==> config.mk <==
export PLATFORM = sky130hd
export DESIGN_NAME = fxadd_top
export DESIGN_NICKNAME = d
export VERILOG_FILES = /design/src/rtl/fxadd_pkg.sv /design/src/rtl/fxadd_align.sv /design/src/rtl/fxadd_sum.sv /design/src/rtl/fxadd_outreg.sv /design/src/rtl/fxadd_top.sv
export SDC_FILE = /design/constraint.sdc
export NUM_CORES = 1
export LEC_CHECK = 0
export ABC_CLOCK_PERIOD_IN_PS = 4120
export BUFFER_PORTS_ARGS = -buffer_cell sky130_fd_sc_hd__buf_4
export CELL_PAD_IN_SITES_DETAIL_PLACEMENT = 0
export CELL_PAD_IN_SITES_GLOBAL_PLACEMENT = 1
export CORE_MARGIN = 8
export CORE_UTILIZATION = 39
export CTS_CLUSTER_DIAMETER = 200
export DETAILED_ROUTE_END_ITERATION = 8
export PLACE_DENSITY = 0.91
export SYNTH_ARGS = -nofsm -noshare
export SYNTH_HDL_FRONTEND = slang
export SYNTH_HIERARCHICAL = 1
export SYNTH_SLANG_ARGS = --single-unit
==> constraint.sdc <==
create_clock -name clk -period 4.12 [get_ports clk]
set_input_delay 0.412 -clock clk [delete_from_list [all_inputs] [get_ports clk]]
set_output_delay 0.412 -clock clk [all_outputs]
set_load 0.05 [all_outputs]
==> src/rtl/fxadd_pkg.sv <==
package fxadd_pkg;

    function automatic int fx_max(input int x, input int y);
        return (x > y) ? x : y;
    endfunction

    function automatic int res_frac(input int af, input int bf);
        return fx_max(af, bf);
    endfunction

    // integer bits of the result, sign included, with one guard bit
    function automatic int res_int(input int aw, input int af,
                                   input int bw, input int bf);
        return fx_max(aw - af, bw - bf) + 1;
    endfunction

    function automatic int res_width(input int aw, input int af,
                                     input int bw, input int bf);
        return res_int(aw, af, bw, bf) + res_frac(af, bf);
    endfunction

endpackage

==> src/rtl/fxadd_align.sv <==
module fxadd_align #(
    parameter int IN_W  = 5,
    parameter int IN_F  = 2,
    parameter int OUT_W = 7,
    parameter int OUT_F = 3
) (
    input  logic [IN_W-1:0]  x_i,
    output logic [OUT_W-1:0] y_o
);
    localparam int PAD = OUT_F - IN_F;
    localparam int EXT = OUT_W - IN_W - PAD;

    logic [IN_W+PAD-1:0] padded;

    generate
        if (PAD > 0) begin : g_pad
            assign padded = {x_i, {PAD{1'b0}}};
        end else begin : g_nopad
            assign padded = x_i;
        end
    endgenerate

    assign y_o = {{EXT{x_i[IN_W-1]}}, padded};
endmodule

==> src/rtl/fxadd_sum.sv <==
module fxadd_sum #(
    parameter int W = 7
) (
    input  logic [W-1:0] a_i,
    input  logic [W-1:0] b_i,
    output logic [W-1:0] s_o
);
    always_comb begin
        s_o = a_i + b_i;
    end
endmodule

==> src/rtl/fxadd_outreg.sv <==
module fxadd_outreg #(
    parameter int W = 7
) (
    input  logic         clk,
    input  logic         rst,
    input  logic         vld_i,
    input  logic [W-1:0] d_i,
    output logic         vld_o,
    output logic [W-1:0] q_o
);
    always_ff @(posedge clk) begin
        if (rst) begin
            vld_o <= 1'b0;
            q_o   <= '0;
        end else begin
            vld_o <= vld_i;
            if (vld_i) begin
                q_o <= d_i;
            end
        end
    end

    AST_VLD_FOLLOWS: assert property (@(posedge clk) disable iff (rst)
        vld_i |=> vld_o);
    AST_VLD_QUIET: assert property (@(posedge clk) disable iff (rst)
        !vld_i |=> !vld_o);
    AST_DATA_HOLD: assert property (@(posedge clk) disable iff (rst)
        !vld_i |=> $stable(q_o));
    AST_RST_CLEAR: assert property (@(posedge clk)
        rst |=> (!vld_o && q_o == '0));
endmodule

==> src/rtl/fxadd_top.sv <==
module fxadd_top
    import fxadd_pkg::*;
#(
    parameter int A_W    = 5,
    parameter int A_FRAC = 2,
    parameter int B_W    = 4,
    parameter int B_FRAC = 3
) (
    input  logic                                          clk,
    input  logic                                          rst,
    input  logic                                          in_vld,
    input  logic [A_W-1:0]                                a_i,
    input  logic [B_W-1:0]                                b_i,
    output logic                                          out_vld,
    output logic [res_width(A_W, A_FRAC, B_W, B_FRAC)-1:0] sum_o
);
    localparam int RES_F = res_frac(A_FRAC, B_FRAC);
    localparam int RES_W = res_width(A_W, A_FRAC, B_W, B_FRAC);

    logic [RES_W-1:0] a_al;
    logic [RES_W-1:0] b_al;
    logic [RES_W-1:0] sum_c;

    fxadd_align #(.IN_W(A_W), .IN_F(A_FRAC), .OUT_W(RES_W), .OUT_F(RES_F))
        u_align_a (.x_i(a_i), .y_o(a_al));

    fxadd_align #(.IN_W(B_W), .IN_F(B_FRAC), .OUT_W(RES_W), .OUT_F(RES_F))
        u_align_b (.x_i(b_i), .y_o(b_al));

    fxadd_sum #(.W(RES_W)) u_sum (.a_i(a_al), .b_i(b_al), .s_o(sum_c));

    fxadd_outreg #(.W(RES_W)) u_reg (
        .clk(clk), .rst(rst), .vld_i(in_vld), .d_i(sum_c),
        .vld_o(out_vld), .q_o(sum_o)
    );

    // same-sign operands must give a sum of that sign
    AST_NO_OVERFLOW: assert property (@(posedge clk) disable iff (rst)
        (a_al[RES_W-1] == b_al[RES_W-1]) |-> (sum_c[RES_W-1] == a_al[RES_W-1]));
endmodule

# ---- Yosys cells after proc, flatten, opt, wreduce, memory -nomap -nowiden
# Cells that the tools add are included.
# Widths: inputs -> output; s select.
dict set report totals {
  latch_bits 0
  mem_count 0
  word_cells 3
  reg_bits 8
  rom_bits 0
  ramBits 0
}
dict set report classes {
  add_sub_neg 1
  n_div 0
  shifts 0
  multipliers 0
  eq_ne 0
  order_cmp 0
  n_bitwise 0
  muxes 0
  n_reduce_logical 0
}
# operator count
set ops {}
lappend ops {{$add 6x4->7} 1}

# ---- Logic depth before layout (Yosys ltp)
dict set report logic_depth {
  ltp_word 1
  ltp_mapped 10
  ltp_nobuf 9
}

# ---- Modules after synthesis
# Netlist, hierarchy kept.
# module area_each_um2 n_inst cells_each
set modules_own_cells {}
lappend modules_own_cells {fxadd_outreg 277.8 1 25}
lappend modules_own_cells {fxadd_sum 270.3 1 33}
lappend modules_own_cells {{fxadd_align at u_align_a} 56.3 1 8}
lappend modules_own_cells {{fxadd_align at u_align_b} 52.6 1 7}

# ---- Worst setup path before layout
# OpenSTA, ideal clock, no wires.
dict set report synth_timing {
  path_kind {input-to-reg}
  start {input port a_i[0]}
  end {register u_reg.q_o[6]}
  required_time_ns 4.055
  t_arrival_ns 1.744
  stages 9
  setup_slack_ns 2.311
  setup_time_ns 0.065
  path_cell_list {buf_4 inv_1 fa_1 nor2b_4 o31a_1 o32ai_1 a311oi_1 mux2i_1 nor2_1}
}
dict set report synth_between {
  elab_chain_len 1
}
# element line_no
set synth_rtl {}
lappend synth_rtl {{start: declaration} fxadd_top.sv:12} ;# input logic [A_W-1:0] a_i,
lappend synth_rtl {{$add 6x4->7} fxadd_sum.sv:9} ;# s_o = a_i + b_i;
lappend synth_rtl {{via sum_c[6]} fxadd_top.sv:22} ;# logic [RES_W-1:0] sum_c;
lappend synth_rtl {{end signal: assignment} fxadd_outreg.sv:18} ;# q_o <= d_i;
lappend synth_rtl {{end: declaration} fxadd_outreg.sv:9} ;# output logic [W-1:0] q_o
# The timed path passes the listed nets, and every way through them passes these cells.
# A chain may end at the register's enable or synchronous reset.

# ---- Worst setup path in the final report
# Same ends and word-level chain as after synthesis.

==> qor.yml <==
clock_network:
  cts_resized: 0
  postCtsSetupBuffers: 0
  clk_pin_slew_worst_paths_ns: 0.05
  clock-sinks: 8
  clock_path_buffers: 2
  cts_tree: "built"
  htree_levels: 1
  cts_hold_buffers: 0
  clk_latency_ns: 0.25
  numCtsBuffers: 3
  cts-root-buf: "clkbuf_4"
routing:
  vias: 472
  wl_per_cell_microns: 11.91
  ant_nets: 0
  drt_iter0_drc: 2
  drt-total-wl_microns: 1143
  viasPerCell: 4.917
  drc_errors: 0
  dr.pass1.iters: 4
floorplan:
  die_h_microns: 57.04
  row_count: 15
  core_area_sq_mm: 0.001652
  start_util: 0.3977
  io_pins: 20
  die-area_sq_mm: 0.003254
  die_w_microns: 57.04
grt:
  first_global_vias: 514
  antenna_found_initial: 0
  grt_max_degree: 9
  track_usage: 0.08341
  grt_pass1_wl_microns: 2145
  grt.overflow.total: 0
layout:
  antenna_cells: 0
  final_cell_mix: "buf_4, nor2_1, dfxtp_1, mux2i_1, ha_1"
  final_common_cell: "buf_4"
  syn_to_final_growth_pct: 10.10
  fin_nets: 100
  stdcell_area_sq_um: 723.2
  layout-drive-gt1-share: 0.3038
  stdcell_count: 96
placed_design:
  placed_area_sq_um: 700.7
  io_buffers: 19
  placed_cells: 93
  dp_hpwl_microns: 946.8
  place.gp.congestion: 0.7406
logic_synthesis:
  seq_area_frac_synth: 0.2438
  synth.avg_cell_area_sq_um: 8.998
  yosysUniqueCellTypes: 26
  synth-seq-cells: 8
  synth_cells: 73
  synth_warnings: 6
  syn-num-nets: 92
  synth_area_sq_um: 656.9
timing:
  hold_viol_final: 0
  fin_crit_sh: 0.4148
  final.min_clock_period_ns: 1.709
  finClkSkew_ns: 0
  timing.hold.ws_ns: 0.3815
  finalSetupViolCount: 0
  rsz0062_at_grt: "false"
  fin_tns_setup_ns: 0
  finalMaxSlewViolations: 0
  fmax_mhz: 585.1
worst_setup_path:
  cp_top_family: "compound AO/OA/AOI/OAI gates"
  critPathSlowestCell: "fa_1"
  endpoint_kind: "flip-flop"
  start_kind: "input pin"
  path_max_fanout: 3
  critPathBufInv: 2
  critPathRequiredTime_ns: 4.31
  path_cells: "buf_4 -> inv_1 -> fa_1 -> nor2b_4 -> o31a_1 -> o32ai_1 -> a311oi_1 -> mux2i_1 -> nor2_1"
  worstPathArrival_ns: 1.90
  path_class: "input pin to flip-flop"
  critPathMaxStageDelay_ns: 0.49
run:
  maxCapViolations: 0
status:
  outcome: "complete, no violations"
power:
  p_int_uw: 159.4
  p_leak_uw: 0.0003600
  p_per_area_mw_per_mm2: 339.3
  p_clk_frac: 0.234
  p_sw_frac: 0.3507
  comb_power_share: 0.404
  vdd_drop_max_uv: 176.5
  seqPwrFrac: 0.362
  power_switching_uw: 86.06
hold_path:
  hold_path.class: "input pin to flip-flop"
## through the flow
step	power, uW	setup WS (ns)	utilization
floorplan	171.4	2.311	-
global placement	187.8	2.246	0.4242
detailed placement	190.0	2.143	0.4242
CTS	251.5	2.408	0.4379
global route	266.4	2.352	0.4379
finish	245.4	2.411	0.4379
## cell usage after synthesis (all sizes together)
cell type | instances | area [sq um]
buf | 15 | 116.4
dfxtp | 8 | 160.2
nor2 | 8 | 30.03
mux2i | 7 | 70.07
ha | 6 | 75.07
inv | 4 | 15.01
a21oi | 3 | 15.01
xnor2 | 3 | 26.28
nand2 | 2 | 7.510
nor2b | 2 | 20.02
o21ai | 2 | 10.01
a211oi | 1 | 7.510
a21o | 1 | 7.510
a311oi | 1 | 8.760
clkbuf | 1 | 3.750
conb | 1 | 3.750
fa | 1 | 20.02
nand3 | 1 | 5.000
o21a | 1 | 7.510
o21bai | 1 | 7.510
o31a | 1 | 8.760
o32ai | 1 | 8.760
or3 | 1 | 6.260
xor2 | 1 | 16.27
## cell families after synthesis
family / share of synthesized area
buffers and inverters: 0.2057
AND/OR/NAND/NOR: 0.1048
AO/OA/AOI/OAI: 0.1238
flip-flops: 0.2438
adder cells (fa/ha/maj): 0.1448
multiplexers: 0.1067
XOR/XNOR: 0.06478
other: 0.005709
## layout make-up
class	instances	area, sq um
inverter	4	15.01
clock buffer	3	22.52
sequential	8	160.2
timing repair buffer	19	142.6
fill	178	928.4
tap	17	21.27
multi-input combinational	45	361.6
## flip-flops by register name, summed over array words and instances, names as in the netlist
signal       count
u_reg/q_o        7
u_reg/vld_o      1
## final timing paths
check | start | end | slack, ns | cells after the start
max | a_i[0] | u_reg/q_o[6] | 2.41 | 9
min | rst | u_reg/q_o[3] | 0.38 | 2
max reg2reg | u_reg/q_o[3] | u_reg/q_o[3] | 3.51 | 2
min reg2reg | u_reg/q_o[0] | u_reg/q_o[0] | 0.50 | 2
## power by group through the flow
stage / sequential, uW / combinational (uW) / clock, uW
after global routing: 90.1 / 108 / 68.1
after detailed placement: 90.3 / 99.7 / 0
after global placement: 90.1 / 97.7 / 0
after CTS: 88.9 / 100 / 62.5
final: 88.8 / 99.1 / 57.5
after floorplan: 116 / 55.4 / 0
## layer usage
layer / global-route usage / vias to the layer above / routed length [microns]
li1: - / 243 / -
met2: 0.1318 / 11 / 603
met1: 0.08087 / 216 / 447
met5: 0 / - / 0
met4: 0.06040 / 0 / 19
met3: 0.04435 / 2 / 73
No activity file was read; power rests on OpenSTA's default activity.
